[config.mk]
export PLATFORM = sky130hd
export DESIGN_NAME = secure_rsb
export DESIGN_NICKNAME = d
export VERILOG_FILES = /design/src/rtl/rsb_pkg.sv /design/src/rtl/rsb_store.sv /design/src/rtl/rsb_leak.sv /design/src/rtl/rsb_select.sv /design/src/rtl/secure_rsb.sv
export SDC_FILE = /design/constraint.sdc
export NUM_CORES = 1
export LEC_CHECK = 0
export ABC_AREA = 1
export BUFFER_PORTS_ARGS = -buffer_cell sky130_fd_sc_hd__buf_4
export CORE_ASPECT_RATIO = 1.4
export CORE_MARGIN = 8
export CORE_UTILIZATION = 51
export DETAILED_ROUTE_END_ITERATION = 10
export GPL_ROUTABILITY_DRIVEN = 0
export HOLD_SLACK_MARGIN = 0.1
export PLACE_DENSITY = 0.68
export SLEW_MARGIN = 20
export SYNTH_ARGS = -nofsm -noshare
export SYNTH_HDL_FRONTEND = slang
export SYNTH_SLANG_ARGS = --single-unit
export TNS_END_PERCENT = 5
[constraint.sdc]
create_clock -name clk -period 7.4 [get_ports clk]
set_input_delay 0.74 -clock clk [delete_from_list [all_inputs] [get_ports clk]]
set_output_delay 0.74 -clock clk [all_outputs]
set_load 0.01 [all_outputs]
[src/rtl/rsb_pkg.sv]
package rsb_pkg;
   localparam int MODE_W    = 2;
   localparam int GUEST_BIT = 1;
   localparam int SUP_BIT   = 0;

   function automatic logic is_guest(input logic [MODE_W-1:0] m);
      return m[GUEST_BIT];
   endfunction
endpackage

[src/rtl/rsb_store.sv]
module rsb_store
   import rsb_pkg::*;
#(
   parameter int ADDR_W = 32,
   parameter int DEPTH  = 16,
   localparam int PTR_W = $clog2(DEPTH),
   localparam int CNT_W = $clog2(DEPTH + 1)
) (
   input  logic              clk,
   input  logic              rst_n,
   input  logic              push_i,
   input  logic [ADDR_W-1:0] push_addr_i,
   input  logic [MODE_W-1:0] push_mode_i,
   input  logic              pop_i,
   input  logic              wipe_i,
   output logic [ADDR_W-1:0] top_addr_o,
   output logic [MODE_W-1:0] top_mode_o,
   output logic              empty_o,
   output logic [CNT_W-1:0]  occ_o
);
   typedef struct packed {
      logic [ADDR_W-1:0] addr;
      logic [MODE_W-1:0] mode;
   } slot_t;

   localparam logic [CNT_W-1:0] FULL = CNT_W'(DEPTH);

   slot_t             slots [DEPTH];
   logic [PTR_W-1:0]  wr_ptr;
   logic [PTR_W-1:0]  top_ptr;
   logic [CNT_W-1:0]  occ;
   logic              do_pop;
   logic [PTR_W-1:0]  wr_sel;

   assign top_ptr = wr_ptr - 1'b1;
   assign do_pop  = pop_i && (occ != '0);
   assign wr_sel  = do_pop ? top_ptr : wr_ptr;

   always_ff @(posedge clk) begin
      if (push_i) begin
         slots[wr_sel].addr <= push_addr_i;
         slots[wr_sel].mode <= push_mode_i;
      end
   end

   always_ff @(posedge clk or negedge rst_n) begin
      if (!rst_n) begin
         wr_ptr <= '0;
         occ    <= '0;
      end else begin
         unique case ({do_pop, push_i})
            2'b10: begin
               wr_ptr <= top_ptr;
               occ    <= occ - 1'b1;
            end
            2'b01: begin
               wr_ptr <= wr_ptr + 1'b1;
               occ    <= (occ == FULL) ? FULL : occ + 1'b1;
            end
            default: ;
         endcase
         if (wipe_i) occ <= '0;
      end
   end

   assign top_addr_o = slots[top_ptr].addr;
   assign top_mode_o = slots[top_ptr].mode;
   assign empty_o    = (occ == '0);
   assign occ_o      = occ;
endmodule

[src/rtl/rsb_leak.sv]
module rsb_leak #(
   parameter int ADDR_W = 32,
   parameter bit ENABLE = 1'b1
) (
   input  logic              clk,
   input  logic              rst_n,
   input  logic              push_i,
   input  logic [ADDR_W-1:0] push_addr_i,
   input  logic              barrier_wipe_i,
   output logic              leak_valid_o,
   output logic [ADDR_W-1:0] leak_addr_o
);
   generate
      if (ENABLE) begin : g_leak
         logic              last_seen;
         logic [ADDR_W-1:0] last_addr;
         logic              leak_v;
         logic [ADDR_W-1:0] leak_a;
         logic              seen_nxt;
         logic [ADDR_W-1:0] addr_nxt;

         assign seen_nxt = last_seen | push_i;
         assign addr_nxt = push_i ? push_addr_i : last_addr;

         always_ff @(posedge clk or negedge rst_n) begin
            if (!rst_n) begin
               last_seen <= 1'b0;
               last_addr <= '0;
               leak_v    <= 1'b0;
               leak_a    <= '0;
            end else begin
               last_seen <= seen_nxt;
               last_addr <= addr_nxt;
               if (barrier_wipe_i) begin
                  leak_v <= seen_nxt;
                  leak_a <= addr_nxt;
               end else if (push_i) begin
                  leak_v <= 1'b0;
               end
            end
         end
         assign leak_valid_o = leak_v;
         assign leak_addr_o  = leak_a;
      end else begin : g_noleak
         assign leak_valid_o = 1'b0;
         assign leak_addr_o  = '0;
      end
   endgenerate
endmodule

[src/rtl/rsb_select.sv]
module rsb_select
   import rsb_pkg::*;
#(
   parameter int ADDR_W = 32
) (
   input  logic              ret_i,
   input  logic              empty_i,
   input  logic [ADDR_W-1:0] top_addr_i,
   input  logic [MODE_W-1:0] top_mode_i,
   input  logic [MODE_W-1:0] mode_i,
   input  logic              guard_i,
   input  logic              leak_valid_i,
   input  logic [ADDR_W-1:0] leak_addr_i,
   input  logic              alt_en_i,
   input  logic              alt_restrict_i,
   input  logic              alt_valid_i,
   input  logic [ADDR_W-1:0] alt_target_i,
   input  logic [MODE_W-1:0] alt_mode_i,
   output logic              pred_valid_o,
   output logic [ADDR_W-1:0] pred_target_o,
   output logic              underflow_o,
   output logic              fallback_o
);
   logic blocked_top;
   logic alt_ok;

   assign blocked_top = guard_i && !is_guest(mode_i) && is_guest(top_mode_i);
   assign alt_ok      = alt_en_i && alt_valid_i &&
                        (!alt_restrict_i || (alt_mode_i == mode_i));

   always_comb begin
      pred_valid_o  = 1'b0;
      pred_target_o = '0;
      underflow_o   = 1'b0;
      fallback_o    = 1'b0;
      if (ret_i) begin
         if (!empty_i) begin
            if (!blocked_top) begin
               pred_valid_o  = 1'b1;
               pred_target_o = top_addr_i;
            end
         end else begin
            underflow_o = 1'b1;
            if (leak_valid_i) begin
               pred_valid_o  = 1'b1;
               pred_target_o = leak_addr_i;
            end else if (alt_ok) begin
               pred_valid_o  = 1'b1;
               pred_target_o = alt_target_i;
               fallback_o    = 1'b1;
            end
         end
      end
   end
endmodule

[src/rtl/secure_rsb.sv]
module secure_rsb
   import rsb_pkg::*;
#(
   parameter int ADDR_W         = 32,
   parameter int DEPTH          = 16,
   parameter bit LEAK_LAST_CALL = 1'b1,
   localparam int CNT_W         = $clog2(DEPTH + 1)
) (
   input  logic              clk,
   input  logic              rst_n,
   input  logic              call_i,
   input  logic [ADDR_W-1:0] call_addr_i,
   input  logic              ret_i,
   input  logic [1:0]        mode_i,
   input  logic              alt_valid_i,
   input  logic [ADDR_W-1:0] alt_target_i,
   input  logic [1:0]        alt_mode_i,
   input  logic              cfg_alt_en_i,
   input  logic              cfg_alt_restrict_i,
   input  logic              cfg_guard_i,
   input  logic              cfg_barrier_clr_i,
   input  logic              cfg_tlb_clr_i,
   input  logic              barrier_i,
   input  logic              vmexit_i,
   input  logic              tlb_flush_i,
   output logic              pred_valid_o,
   output logic [ADDR_W-1:0] pred_target_o,
   output logic              underflow_o,
   output logic              fallback_o
);
   generate
      if (DEPTH < 2 || (DEPTH & (DEPTH - 1)) != 0) begin : g_bad_depth
         $error("secure_rsb: DEPTH must be a power of two of at least 2");
      end
      if (ADDR_W < 2) begin : g_bad_width
         $error("secure_rsb: ADDR_W must be at least 2");
      end
   endgenerate

   logic              barrier_wipe;
   logic              any_wipe;
   logic [ADDR_W-1:0] top_addr;
   logic [MODE_W-1:0] top_mode;
   logic              empty;
   logic [CNT_W-1:0]  occ;
   logic              leak_valid;
   logic [ADDR_W-1:0] leak_addr;

   assign barrier_wipe = barrier_i && cfg_barrier_clr_i;
   assign any_wipe     = barrier_wipe ||
                         (vmexit_i && cfg_guard_i) ||
                         (tlb_flush_i && cfg_tlb_clr_i);

   rsb_store #(.ADDR_W(ADDR_W), .DEPTH(DEPTH)) u_store (
      .clk         (clk),
      .rst_n       (rst_n),
      .push_i      (call_i),
      .push_addr_i (call_addr_i),
      .push_mode_i (mode_i),
      .pop_i       (ret_i),
      .wipe_i      (any_wipe),
      .top_addr_o  (top_addr),
      .top_mode_o  (top_mode),
      .empty_o     (empty),
      .occ_o       (occ)
   );

   rsb_leak #(.ADDR_W(ADDR_W), .ENABLE(LEAK_LAST_CALL)) u_leak (
      .clk            (clk),
      .rst_n          (rst_n),
      .push_i         (call_i),
      .push_addr_i    (call_addr_i),
      .barrier_wipe_i (barrier_wipe),
      .leak_valid_o   (leak_valid),
      .leak_addr_o    (leak_addr)
   );

   rsb_select #(.ADDR_W(ADDR_W)) u_select (
      .ret_i          (ret_i),
      .empty_i        (empty),
      .top_addr_i     (top_addr),
      .top_mode_i     (top_mode),
      .mode_i         (mode_i),
      .guard_i        (cfg_guard_i),
      .leak_valid_i   (leak_valid),
      .leak_addr_i    (leak_addr),
      .alt_en_i       (cfg_alt_en_i),
      .alt_restrict_i (cfg_alt_restrict_i),
      .alt_valid_i    (alt_valid_i),
      .alt_target_i   (alt_target_i),
      .alt_mode_i     (alt_mode_i),
      .pred_valid_o   (pred_valid_o),
      .pred_target_o  (pred_target_o),
      .underflow_o    (underflow_o),
      .fallback_o     (fallback_o)
   );
endmodule

Yosys cells after proc, flatten, opt, wreduce, memory -nomap -nowiden

Memory sizes are Yosys's and may differ from the RTL's.
Cells that the tools add are included.

Register bits after elaboration: 75
Latch bits: 0
RAM bits: 544
ROM bits: 0
Output and inout bits: 35
Logic and storage cells: 59
Memories: 1

Add/subtract/negate cells: 4
$mul: 0
Divide/modulo/power cells: 0
Magnitude comparators: 0
Equal/unequal tests: 4
Shift-type cells: 0
Mux-type cells: 25
Bitwise logic cells: 1
Reduce and logical (&&, ||, !) cells: 18

Memory list:

| name          | words | width | rd ports | clocked after Yosys merged registers in | wr ports | RTL line        | RTL |
|---|---|---|---|---|---|---|---|
| u_store.slots | 16    | 34    | 1        | 0                                       | 1        | rsb_store.sv:28 | `slot_t slots [DEPTH];` |

Operators with widths:

| cell                                                                   | count |
|---|---|
| 32-bit 2-to-1 mux                                                      | 6 |
| 1-bit 2-to-1 mux                                                       | 14 |
| 5-bit 2-to-1 mux                                                       | 2 |
| 5-bit case mux with 2 select lines                                     | 1 |
| 1-bit logical AND                                                      | 8 |
| 4-bit case mux with 2 select lines                                     | 1 |
| 5-bit by 1-bit adder with 5-bit output (second input constant)         | 1 |
| 5-bit equality test (second input constant)                            | 1 |
| 5-bit logical NOT                                                      | 1 |
| 5-bit nonzero test                                                     | 1 |
| 5-bit by 1-bit subtractor with 5-bit output (second input constant)    | 1 |
| 4-bit by 1-bit adder with 4-bit output (second input constant)         | 1 |
| 4-bit 2-to-1 mux                                                       | 1 |
| 2-bit nonzero test                                                     | 2 |
| 4-bit by 1-bit subtractor with 4-bit output (second input constant)    | 1 |
| 1-bit logical OR                                                       | 3 |
| 3-bit nonzero test                                                     | 1 |
| 2-bit by 1-bit equality test with 1-bit output (second input constant) | 1 |
| 2-bit equality test                                                    | 1 |
| 2-bit equality test (second input constant)                            | 1 |
| 1-bit logical NOT                                                      | 2 |
| 1-bit bitwise OR                                                       | 1 |

Depth between registers and ports, before layout

Gate-level depths: netlist (run 1).

Depth after elaboration: 7
Mapped depth: 16
Depth with buffers taken out: 12

By module

From an unflattened synthesis (run 1), not the netlist that was laid out.

Cells, all modules: 2,304
Area, all modules: 26,117.5 µm²

By module, submodules not included:

| module     | instances | cells each | area an instance (µm²) | sequential area each (µm²) |
|---|---|---|---|---|
| rsb_store  | 1         | 1,783      | 22,288.9               | 16,560.9 |
| rsb_leak   | 1         | 342        | 2,881.5                | 1,651.6 |
| rsb_select | 1         | 174        | 919.6                  | 0.0 |
| secure_rsb | 1         | 5          | 27.5                   | 0.0 |

Worst setup path before layout (run 1)

Ideal clock, no wire load.

Path kind: register to register
Start point: reg u_store.wr_ptr[0]
End point: mem u_store.slots[11][10] in the netlist's numbering, enable pin
Setup time: 0.423 ns
Arrival time: 3.320 ns
Required time: 6.977 ns
Setup slack: 3.657 ns
Stages on the path, launching flop included: 12
Clock period less this slack: 3.743 ns
Path through: dfrtp_1 buf_6 inv_8 buf_6 buf_6 ha_1 buf_4 buf_2 buf_2 o21ai_1 nand2_1 nor2_1

Longest elaborated chain between the ends: 2

RTL lines:

| what                                        | RTL line        | RTL |
|---|---|---|
| start, declared                             | rsb_store.sv:29 | `logic [PTR_W-1:0] wr_ptr;` |
| start signal, assigned                      | rsb_store.sv:53 | `wr_ptr <= top_ptr;` |
| start signal, assigned                      | rsb_store.sv:57 | `wr_ptr <= wr_ptr + 1'b1;` |
| 4-bit by 1-bit subtractor with 4-bit output | rsb_store.sv:35 | `assign top_ptr = wr_ptr - 1'b1;` |
| 4-bit 2-to-1 mux *                          | rsb_store.sv:37 | `assign wr_sel = do_pop ? top_ptr : wr_ptr;` |
| end, declared                               | rsb_store.sv:28 |  |

Every way passes the cells marked *; elsewhere a longest branch is shown, timed or not.

Final worst setup path (run 1)

Start point: reg u_store.wr_ptr[0]
End point: out pred_target_o[13]

Longest elaborated chain between the ends: 6

RTL lines:

| what                                          | RTL line         | RTL |
|---|---|---|
| 4-bit by 1-bit subtractor with 4-bit output * | rsb_store.sv:35  |  |
| memory read 16 x 34 bit *                     | --               |  |
| 1-bit logical AND                             | rsb_select.sv:27 | `assign blocked_top = guard_i && !is_guest(mode_i) && is_guest(top_mode_i);` |
| 32-bit 2-to-1 mux *                           | rsb_select.sv:38 | `if (!blocked_top) begin` |
| 32-bit 2-to-1 mux *                           | rsb_select.sv:37 | `if (!empty_i) begin` |
| 32-bit 2-to-1 mux *                           | rsb_select.sv:36 | `if (ret_i) begin` |
| end, declared                                 | secure_rsb.sv:27 | `output logic [ADDR_W-1:0] pred_target_o,` |

Marks and branches as above.

==> results of run 1 <==
-- final cells by class --
type / count / area [sq um]
Clock buffer: 71 / 1540
Clock inverter: 31 / 262
Fill cell: 4066 / 21300
Inverter: 95 / 369
Multi-Input combinational cell: 1460 / 6650
Sequential cell: 603 / 17700
Tap cell: 643 / 805
Timing Repair Buffer: 147 / 1120
-- cell families (layout without fill, tap and decap cells) --
kind of cell,count (synthesis),after routing
adders and majority gates,6,6
DFF,603,603
buffers and inverters,232,344
and+or+nand+nor,1358,1358
AOI/OAI and AO/OA,87,87
xor gates and xnor gates,9,9
-- worst max-delay path, delay by kind of cell, from the launching register on --
kind                       cells  cell delay, ns
and+or+nand+nor                6            1.29
adders and majority gates      1            0.79
DFF                            1            0.51
buffers and inverters          3            1.47
-- synth_stat cells (2+ instances only) --
library cell    n  share of area (%)
nand3_1       470                9.2
ha_1            6               0.29
buf_2          67                1.3
nand4_1         4              0.098
o21ai_0        43               0.84
inv_4           2              0.049
o21a_1         31               0.91
edfxtp_1      528                 62
inv_1          87                1.3
xor2_1          3               0.10
nand3_2         4               0.16
buf_1           4              0.059
dfrtp_1        75                7.3
buf_4          12               0.35
buf_6          40                1.8
inv_2           4              0.059
nand2_2         4              0.098
nor3_1         32               0.63
a21oi_1         7               0.14
nand2_1       753                 11
xnor2_1         5               0.17
a31oi_1         2              0.049
clkbuf_1       13               0.19
nor2_1         86                1.3
o21ai_2         2              0.069
-- worst max-delay path by stage --
stage / start / endpoint / slack (ns) / depth (start not counted)
4_1_cts: u_store.wr_ptr[0] / pred_target_o[15] / 1.86 / 13
2_1_floorplan: u_store.wr_ptr[0] / u_store.slots[11][10] / 3.66 / 11
6_report: u_store.wr_ptr[0] / pred_target_o[13] / 1.85 / 10
3_5_place_dp: u_store.wr_ptr[0] / pred_target_o[15] / 2.49 / 13
5_1_grt: u_store.wr_ptr[0] / pred_target_o[13] / 1.65 / 10
3_3_place_gp: u_store.wr_ptr[0] / pred_target_o[15] / 2.51 / 13
-- registers in the layout (all words and copies together) (netlist names) --
signal / count
u_store.slots: 528
u_store.occ_o: 5
u_store.wr_ptr: 4
u_leak.g_leak.last_seen: 1
u_leak.leak_valid_o: 1
u_leak.leak_addr_o: 32
u_leak.g_leak.last_addr: 32
-- power groups by stage --
stage / Clock, uW / Combinational (uW) / Sequential, uW
2_1_floorplan: 0 / 3650 / 4410
4_1_cts: 2860 / 5100 / 4360
5_1_grt: 2990 / 5560 / 4390
6_report: 2830 / 5070 / 4360
3_3_place_gp: 0 / 5000 / 4410
3_5_place_dp: 0 / 5070 / 4430
-- metal layers --
layer / routed length (um) / vias to the layer above / part of all wire [%] / global-route usage, %
met2: 32700 / 694 / 50 / 38.8
met4: 2450 / 0 / 3.7 / 9.07
met1: 25800 / 8390 / 39 / 28.2
met3: 4520 / 139 / 6.9 / 3.10
li1: - / 8003 / - / -
met5: 0 / - / 0 / 0
-- stage by stage --
stage                     setup WS (ns)  std cells  utilization, %  instance area [sq um]  hold slack, ns
after global routing               1.65       3050            57.2                  28500           0.139
after floorplan                    3.66       2295               -                  25600           0.408
after detailed placement           2.49       2948            53.6                  26700           0.439
final                              1.85       3050            57.2                  28500           0.121
after global placement             2.51       2947            53.5                  26600           0.424
after CTS                          1.86       3050            57.2                  28500           0.125
==> results.cfg, run 1 <==
[synthesis]
synth_compound_area_share_pct = 2.06
async_flop_share_pct = 12.4
synth_mux_area_share_pct = 0
yosys.area_share.simple_pct = 22.8
syn_area_per_cell_sq_um = 11.1
ys_warn_count = 0
synth_flop_cell = edfxtp_1
synth_seq_area_share_pct = 69.4
synth_fp_nets = 2382
synthAdderAreaFrac_pct = 0.294
synth-xor-area-share_pct = 0.338
syn_area_sq_um = 25600
ys_ff_latch = 603
synth_cells = 2295
synth_top_family_by_area = simple AND/OR/NAND/NOR gates
synth_edf_count = 528
synth.distinct_cells = 36

[drt]
drcViolationCount = 0
vias = 17200
detail-route-antenna-nets = 0
drtPass1Iterations = 5
drt_iter0_markers = 1692
viasPerCell = 5.65
wire_per_inst_um = 21.5
wl_um = 65500

[grt]
grt_overflow = 0
antenna_found_initial = 1
grt_pass1_wl_um = 99600
grt_pass1_vias = 17300
track_usage_pct = 22.5
grt_max_degree = 120

[worst_hold_path]
hold_class = input port to async pin

[power]
total_power_uw = 12300
clkPwrFrac_pct = 23.1
power_density_nw_per_um2 = 431
internal_power_uw = 7360
peakVddDrop_uv = 545
power.leakage_uw = 0.0110
pwr-share-comb_pct = 41.3
switchingPower_uw = 4910
swShare_pct = 40.0
seq_power_share_pct = 35.5

[worst_setup_path]
slowest_delay_ns = 0.87
rr_worst_depth = 9
crit_path_max_fanout = 119
crit_path_end_kind = output port
cp-start-kind = flop
rr_startpoint = u_store.wr_ptr[0]
timing.critical_path.slowest_stage_cell = buf_4
cpMostUsedCell = nand3_1
critPathArrivalTime_ns = 4.81
worstSetupPathType = flop to output port
path_cells = inv_8 -> ha_4 -> buf_4 -> nand3_1 -> nand3_1 -> nand3_2 -> nand3_4 -> nand3_1 -> nand2_1 -> buf_4
rrSetupSlack_ns = 2.75
worstPathRequired_ns = 6.66
timing.rr.end = u_store.slots[13][19]

[clock_tree]
clk_pin_slew_worst_paths_ns = 0.07
clock_sinks = 603
cts_setup_buffers = 0
cts_hold_buf = 0
ctsRootBufferMaster = clkbuf_16
cts.repair.resized = 0
cts-buffers-inserted = 55
clkLatencyLatePin_ns = 0.58
clockBufferDepth = 3
cts_tree = done
cts.htree.levels = 2

[floorplanning]
die_h_um = 281
ios = 116
rows = 97
initial_core_util_pct = 51.4
die_w_um = 205
core_area_sq_um = 49800
dieArea_sq_um = 57700

[placed_design]
io_buffers = 115
place_hpwl_um = 35100

[sta]
hold_violations = 0
slew_viol_final = 0
skew_ns = 0.0163
fin_crit_sh_pct = 75.0
fin_crit_ns = 5.55
rsz0062_at_grt = false
max_freq_mhz = 180
slew_headroom_pct = 29.0
worst_pin_slew_ns = 1.06
setup_viol = 0
setup-tns-final_ns = 0

[cells_and_area]
layout_commonest_cell = nand2_1
drive_gt1_share_pct = 11.2
layout_common_cells = nand2_1 (753), edfxtp_1 (528), nand3_1 (470), buf_4 (144), inv_1 (87)
final_nets = 2449
area.growth.synth_to_final_pct = 11.4
diodes = 0

[job]
max_cap_violations = 0

[run_status]
status = completed
Note: power is estimated with default switching activity, not from simulation.
==> run 2, diff against run 1 <==
Settings changed: ABC_AREA 1 to 0, PLACE_DENSITY 0.68 to 0.71.
Clock period 7.4 ns to 4.8 ns, I/O delays scaled along.
==> run 2 against run 1 <==
Against the previous run: clock power increased by 59%; synthesized cell count decreased by 50%; total power increased by 36%; first-iteration DRC count decreased by 34%; sequential share of layout area increased by 1.5 points; clock skew decreased by 0.0052 ns; non-clock buffer count increased by 9; wire length decreased by 18%; design area decreased by 2.4%; core utilization increased by 2.2 points; critical path depth decreased by 3; highest routed layer unchanged.
==> results.cfg, run 2 <==
[run_status]
status = completed

[worst_setup_path]
cp-start-kind = flop
crit_path_max_fanout = 32
rrSetupSlack_ns = 1.14
slowest_delay_ns = 0.63
cp_num_buf_inv = 3
worstPathRequired_ns = 4.32
path_cells = buf_4 -> buf_4 -> mux4_2 -> mux4_2 -> nand3_1 -> o21ai_1 -> buf_4
crit_path_end_kind = output port
cpMostUsedCell = buf_4
critPathArrivalTime_ns = 3.72
worstSetupPathType = flop to output port
critPathTopFamily = buffers and inverters
timing.critical_path.slowest_stage_cell = buf_4

[cells_and_area]
largest_reg_flops = 528
diodes = 0
final_nets = 1380
fillers = 3350
regMostFlops = u_store.slots
layout_common_cells = edfxtp_1 (528), mux4_2 (163), buf_4 (141), dfrtp_1 (73), mux2_2 (65)
drive_gt1_share_pct = 37.3
layout_commonest_cell = edfxtp_1
area.growth.synth_to_final_pct = 15.4

[synthesis]
ys_warn_count = 0
synth_seq_area_share_pct = 73.6
synth_top_area_cell = edfxtp_1
synth_top_area_share_pct = 65.8
synth.distinct_cells = 47
yosys-top-cells-count = edfxtp_1 (528), mux4_2 (163), dfrtp_1 (75)
synth_flop_cell = edfxtp_1
ys_ff_latch = 603
async_flop_share_pct = 12.4
syn_area_sq_um = 24100
synth_fp_nets = 1243
synth_cells = 1156
synth_top_cells_by_area = edfxtp_1 (66%), mux4_2 (15%), dfrtp_1 (7.8%)
synth_edf_count = 528
synth_most_common_cell = edfxtp_1
syn_area_per_cell_sq_um = 20.9

[worst_hold_path]
hold_class = input port to flop

[drt]
wire_per_inst_um = 27.2
viasPerCell = 6.11
drcViolationCount = 0
vias = 12000
drt_iter0_markers = 1123
detail-route-antenna-nets = 0
drtPass1Iterations = 7
wl_um = 53500

[clock_tree]
cts_tree = done
cts-buffers-inserted = 53
clock_sinks = 603
cts_setup_buffers = 0
clockBufferDepth = 3
clk_pin_slew_worst_paths_ns = 0.07
cts.htree.levels = 2
clkLatencyLatePin_ns = 0.58
ctsRootBufferMaster = clkbuf_16
cts_hold_buf = 0
cts.repair.resized = 0

[sta]
hold_violations = 0
max_freq_mhz = 238
worst_pin_slew_ns = 1.02
fin_crit_ns = 4.20
setup-tns-final_ns = 0
slew_viol_final = 0
skew_ns = 0.0111
rsz0062_at_grt = false
fin_crit_sh_pct = 87.5
setup_viol = 0
slew_headroom_pct = 31.5

[grt]
grt_overflow = 0
grt_pass1_wl_um = 80100
antenna_found_initial = 0
track_usage_pct = 19.9
grt_max_degree = 76
grt_pass1_vias = 12600

[floorplanning]
die_w_um = 200
rows = 94
ios = 116
die_h_um = 273
dieArea_sq_um = 54600
initial_core_util_pct = 51.5
core_area_sq_um = 46800

[power]
peakVddDrop_uv = 469
power.leakage_uw = 0.00923
power_density_nw_per_um2 = 598
total_power_uw = 16600

[placed_design]
place_hpwl_um = 30000
io_buffers = 115

[job]
max_cap_violations = 0
## run 2: path summary, 6_finish.rpt
| path | to | start | cells after the start |
|---|---|---|---|
| setup / recovery | pred_target_o[0] | u_store.wr_ptr[0] | 7 |
| hold / removal | u_store.slots[4][15] | call_addr_i[13] | 1 |
| setup reg to reg | u_store.slots[5][31] | u_store.occ_o[0] | 10 |
| hold reg to reg | u_leak.g_leak.last_seen | u_leak.g_leak.last_seen | 1 |
| max in group asynchronous | u_store.wr_ptr[0] | rst_n | 2 |
| min in group asynchronous | u_leak.g_leak.last_addr[10] | rst_n | 2 |
## run 2: kinds of logic after synthesis
kind of cell / share of synthesized area, %
XOR/XNOR: 0.327
adder cells (fa/ha/maj): 0.311
AO/OA/AOI/OAI: 2.72
AND/OR/NAND/NOR: 2.78
buffers and inverters: 1.83
multiplexers: 18.5
flip-flops: 73.6
## run 2: power by group
part	leakage, uW	internal, uW	total, uW	switching (uW)
Clock	0.000905	2620	4490	1870
Sequential	0.00565	6290	6490	199
Combinational	0.00267	2820	5650	2830
## run 2: layer usage
| layer | global-route usage, % | up-vias | wire (um) |
|---|---|---|---|
| met1 | 26.1 | 6434 | 21100 |
| met2 | 34.8 | 440 | 28100 |
| met5 | 0 | - | 0 |
| met4 | 4.81 | 0 | 983 |
| li1 | - | 5056 | - |
| met3 | 2.83 | 64 | 3280 |
## run 2: layout make-up
cell class | instances | area [sq um] | area share [%]
sequential | 603 | 17700 | 63.8
inverter | 10 | 37.5 | 0.135
clock buffer | 66 | 1470 | 5.28
clock inverter | 34 | 408 | 1.47
timing repair buffer | 156 | 1340 | 4.82
multi-input combinational | 469 | 6040 | 21.7
tap | 624 | 781 | 2.81
## run 2: metrics by stage
step	setup slack, ns	instances	instance area, sq um	util [%]	hold slack (ns)
2_1_floorplan	0.612	1156	24100	-	0.184
5_1_grt	0.370	1962	27800	59.4	0.211
4_1_cts	0.487	1961	27800	59.4	0.127
3_3_place_gp	1.20	1861	25900	55.4	0.438
3_5_place_dp	1.13	1861	25900	55.4	0.438
6_report	0.602	1962	27800	59.4	0.214
## run 2: worst register-to-register path: cells and delay by family (launching register included)
kind            cells  cell delay, ns
buf+inv             5            1.23
simple gates        3            1.07
compound gates      1            0.45
flops               1            0.43
fa+ha+maj           1            0.21
==> run 3, diff against run 2 <==
Settings changed: CORE_UTILIZATION 51 to 47, PLACE_DENSITY 0.71 to 0.73, SYNTH_HIERARCHICAL from default to 1.
==> run 3 against run 2 <==
Against the previous run: total power is 4.6% higher; non-clock buffer count is 2 lower; fmax is 12% lower; hold slack worse by 0.0050 ns; design area is 2.8% higher; via count is 12% higher; core utilization is 5.6 points lower; combinational power is 15% higher; worst setup slack worse by 0.57 ns; synthesized cell count is 14% higher; critical path type unchanged; largest power group unchanged; highest routed layer unchanged.
==> results.cfg, run 3 <==
[run_status]
status = completed

[sta]
worst_slack_ns = 0.0349
fin_crit_ns = 4.77
max_freq_mhz = 210
skew_ns = 0.00838
slew_headroom_pct = 25.6
worst_pin_slew_ns = 1.12
slew_viol_final = 0
setup_viol = 0
rsz0062_at_grt = true
hold_violations = 0
fin_crit_sh_pct = 99.3

[floorplanning]
core_area_sq_um = 53200
initial_core_util_pct = 47.5
die_w_um = 212
rows = 100
ios = 116
die_h_um = 290
dieArea_sq_um = 61500

[synthesis]
synth_cells = 1323
syn_area_sq_um = 25200
synth_fp_nets = 1411
ys_warn_count = 6
syn_area_per_cell_sq_um = 19.1

[placed_design]
place_hpwl_um = 34800
dpl-instance-area_sq_um = 26800
place_ws_ns = 0.687
io_buffers = 115

[cells_and_area]
layout_commonest_cell = edfxtp_1
final_nets = 1520
layout_common_cells = edfxtp_1 (528), buf_4 (148), mux4_2 (132), inv_1 (79), dfrtp_1 (73)
regMostFlops = u_store/slots
fillers = 4058
area.growth.synth_to_final_pct = 13.3
diodes = 0
drive_gt1_share_pct = 31.8
final_area_sq_um = 28600
largest_reg_flops = 528

[clock_tree]
cts_setup_buffers = 0
clockBufferDepth = 3
clkLatencyLatePin_ns = 0.58
cts_tree = done
clock_sinks = 603
ctsRootBufferMaster = clkbuf_16
cts-buffers-inserted = 53
clk_pin_slew_worst_paths_ns = 0.07
cts.htree.levels = 2

[worst_setup_path]
rr_startpoint = u_store/wr_ptr[0]
worstSetupPathType = flop to output port
crit_path_max_fanout = 65
slowest_delay_ns = 0.83
worstPathRequired_ns = 4.32
path_cells = inv_1 -> ha_4 -> mux4_2 -> inv_1 -> o22ai_1 -> a221o_1 -> nand4bb_4 -> o2111ai_1 -> o22ai_1 -> buf_4
timing.rr.end = u_store/slots[8][23]
timing.critical_path.slowest_stage_cell = nand4bb_4
critPathArrivalTime_ns = 4.29
crit_path_end_kind = output port
cp-start-kind = flop
rrSetupSlack_ns = 0.83
rr_worst_depth = 8

[grt]
grt_overflow = 0
antenna_found_initial = 1
grt_pass1_vias = 13700
track_usage_pct = 19.1
grt_max_degree = 78
grt_pass1_wl_um = 88200

[worst_hold_path]
holdPathStages = 1
holdPathEnd = u_store/slots[7][15]
hold_class = input port to flop
hp-start = call_addr_i[13]

[power]
peakVddDrop_uv = 562
power.leakage_uw = 0.00976
power_density_nw_per_um2 = 608

[drt]
viasPerCell = 6.13
drtPass1Iterations = 8
drt_iter0_markers = 1439
vias = 13400
detail-route-antenna-nets = 0
wire_per_inst_um = 27.3
drcViolationCount = 0
wl_um = 59800

[job]
max_cap_violations = 0
-- run 3: cell count changes in the layout (fill, tap and decap cells not counted), moves of 32 or more --
cell      change
a21oi_1      +32
a221o_1      +32
a22oi_1      -34
and4b_1      +32
inv_1        +69
mux2_2       -56
mux2_4       +56
nand3_1      -34
o211ai_1     +32
o21ai_1      -33
o22ai_1      +54
-- run 3: where the power goes --
part | switching [uW] | total (uW) | internal, uW
Combinational | 3760 | 6490 | 2730
Sequential | 256 | 6680 | 6430
Clock | 1810 | 4220 | 2410
Total | 5820 | 17400 | 11600
-- run 3: timing repair --
item	4_1_cts	5_1_grt
hold endpoints to repair	0	75
resized for setup	0	1
hold buffers	0	1
endpoints found under the setup margin	0	33
-- run 3: final cells by class --
type / instances / area [sq um] / area share (%)
multi-input combinational: 539 / 6720 / 23.5
timing repair buffer: 154 / 1210 / 4.24
clock buffer: 79 / 1570 / 5.48
clock inverter: 17 / 161 / 0.564
tap: 714 / 893 / 3.12
inverter: 81 / 309 / 1.08
sequential: 603 / 17700 / 62.0
-- run 3: worst max-delay path, delay by kind of cell, from the launching register on --
family / cells / cell delay, ns
AOI/OAI and AO/OA: 4 / 0.98
buffers and inverters: 3 / 0.44
and+or+nand+nor: 1 / 0.83
muxes: 1 / 0.24
adders and majority gates: 1 / 0.49
DFF: 1 / 0.66
-- run 3: through the flow --
step / hold WS, ns / TNS, ns / power (uW) / std cells / utilization [%]
after floorplan: 0.184 / -45.64 / 11300 / 1323 / -
after global placement: 0.443 / 0 / 13200 / 2090 / 50.5
after detailed placement: 0.460 / 0 / 13300 / 2090 / 50.5
after CTS: 0.134 / 0 / 17500 / 2186 / 53.7
after global routing: 0.194 / -4.76 / 18100 / 2187 / 53.8
final: 0.209 / 0 / 17400 / 2187 / 53.8
-- run 3: how the worst max path moves through the flow --
stage | from | end | slack (ns)
after detailed placement | u_store/wr_ptr[0] | pred_target_o[20] | 0.69
after global placement | u_store/wr_ptr[0] | pred_target_o[3] | 0.80
after floorplan | u_store/wr_ptr[0] | u_store/slots[12][10] | -0.22
final | u_store/wr_ptr[0] | pred_target_o[20] | 0.03
after global routing | u_store/wr_ptr[0] | pred_target_o[20] | -0.22
after CTS | u_store/wr_ptr[0] | pred_target_o[20] | 0.07
-- run 3: per-layer routing --
metal	share of wire, %	global-route usage, %
met1	37	24.2
met2	52	32.9
met3	8.1	3.57
met4	2.9	6.27
met5	0	0
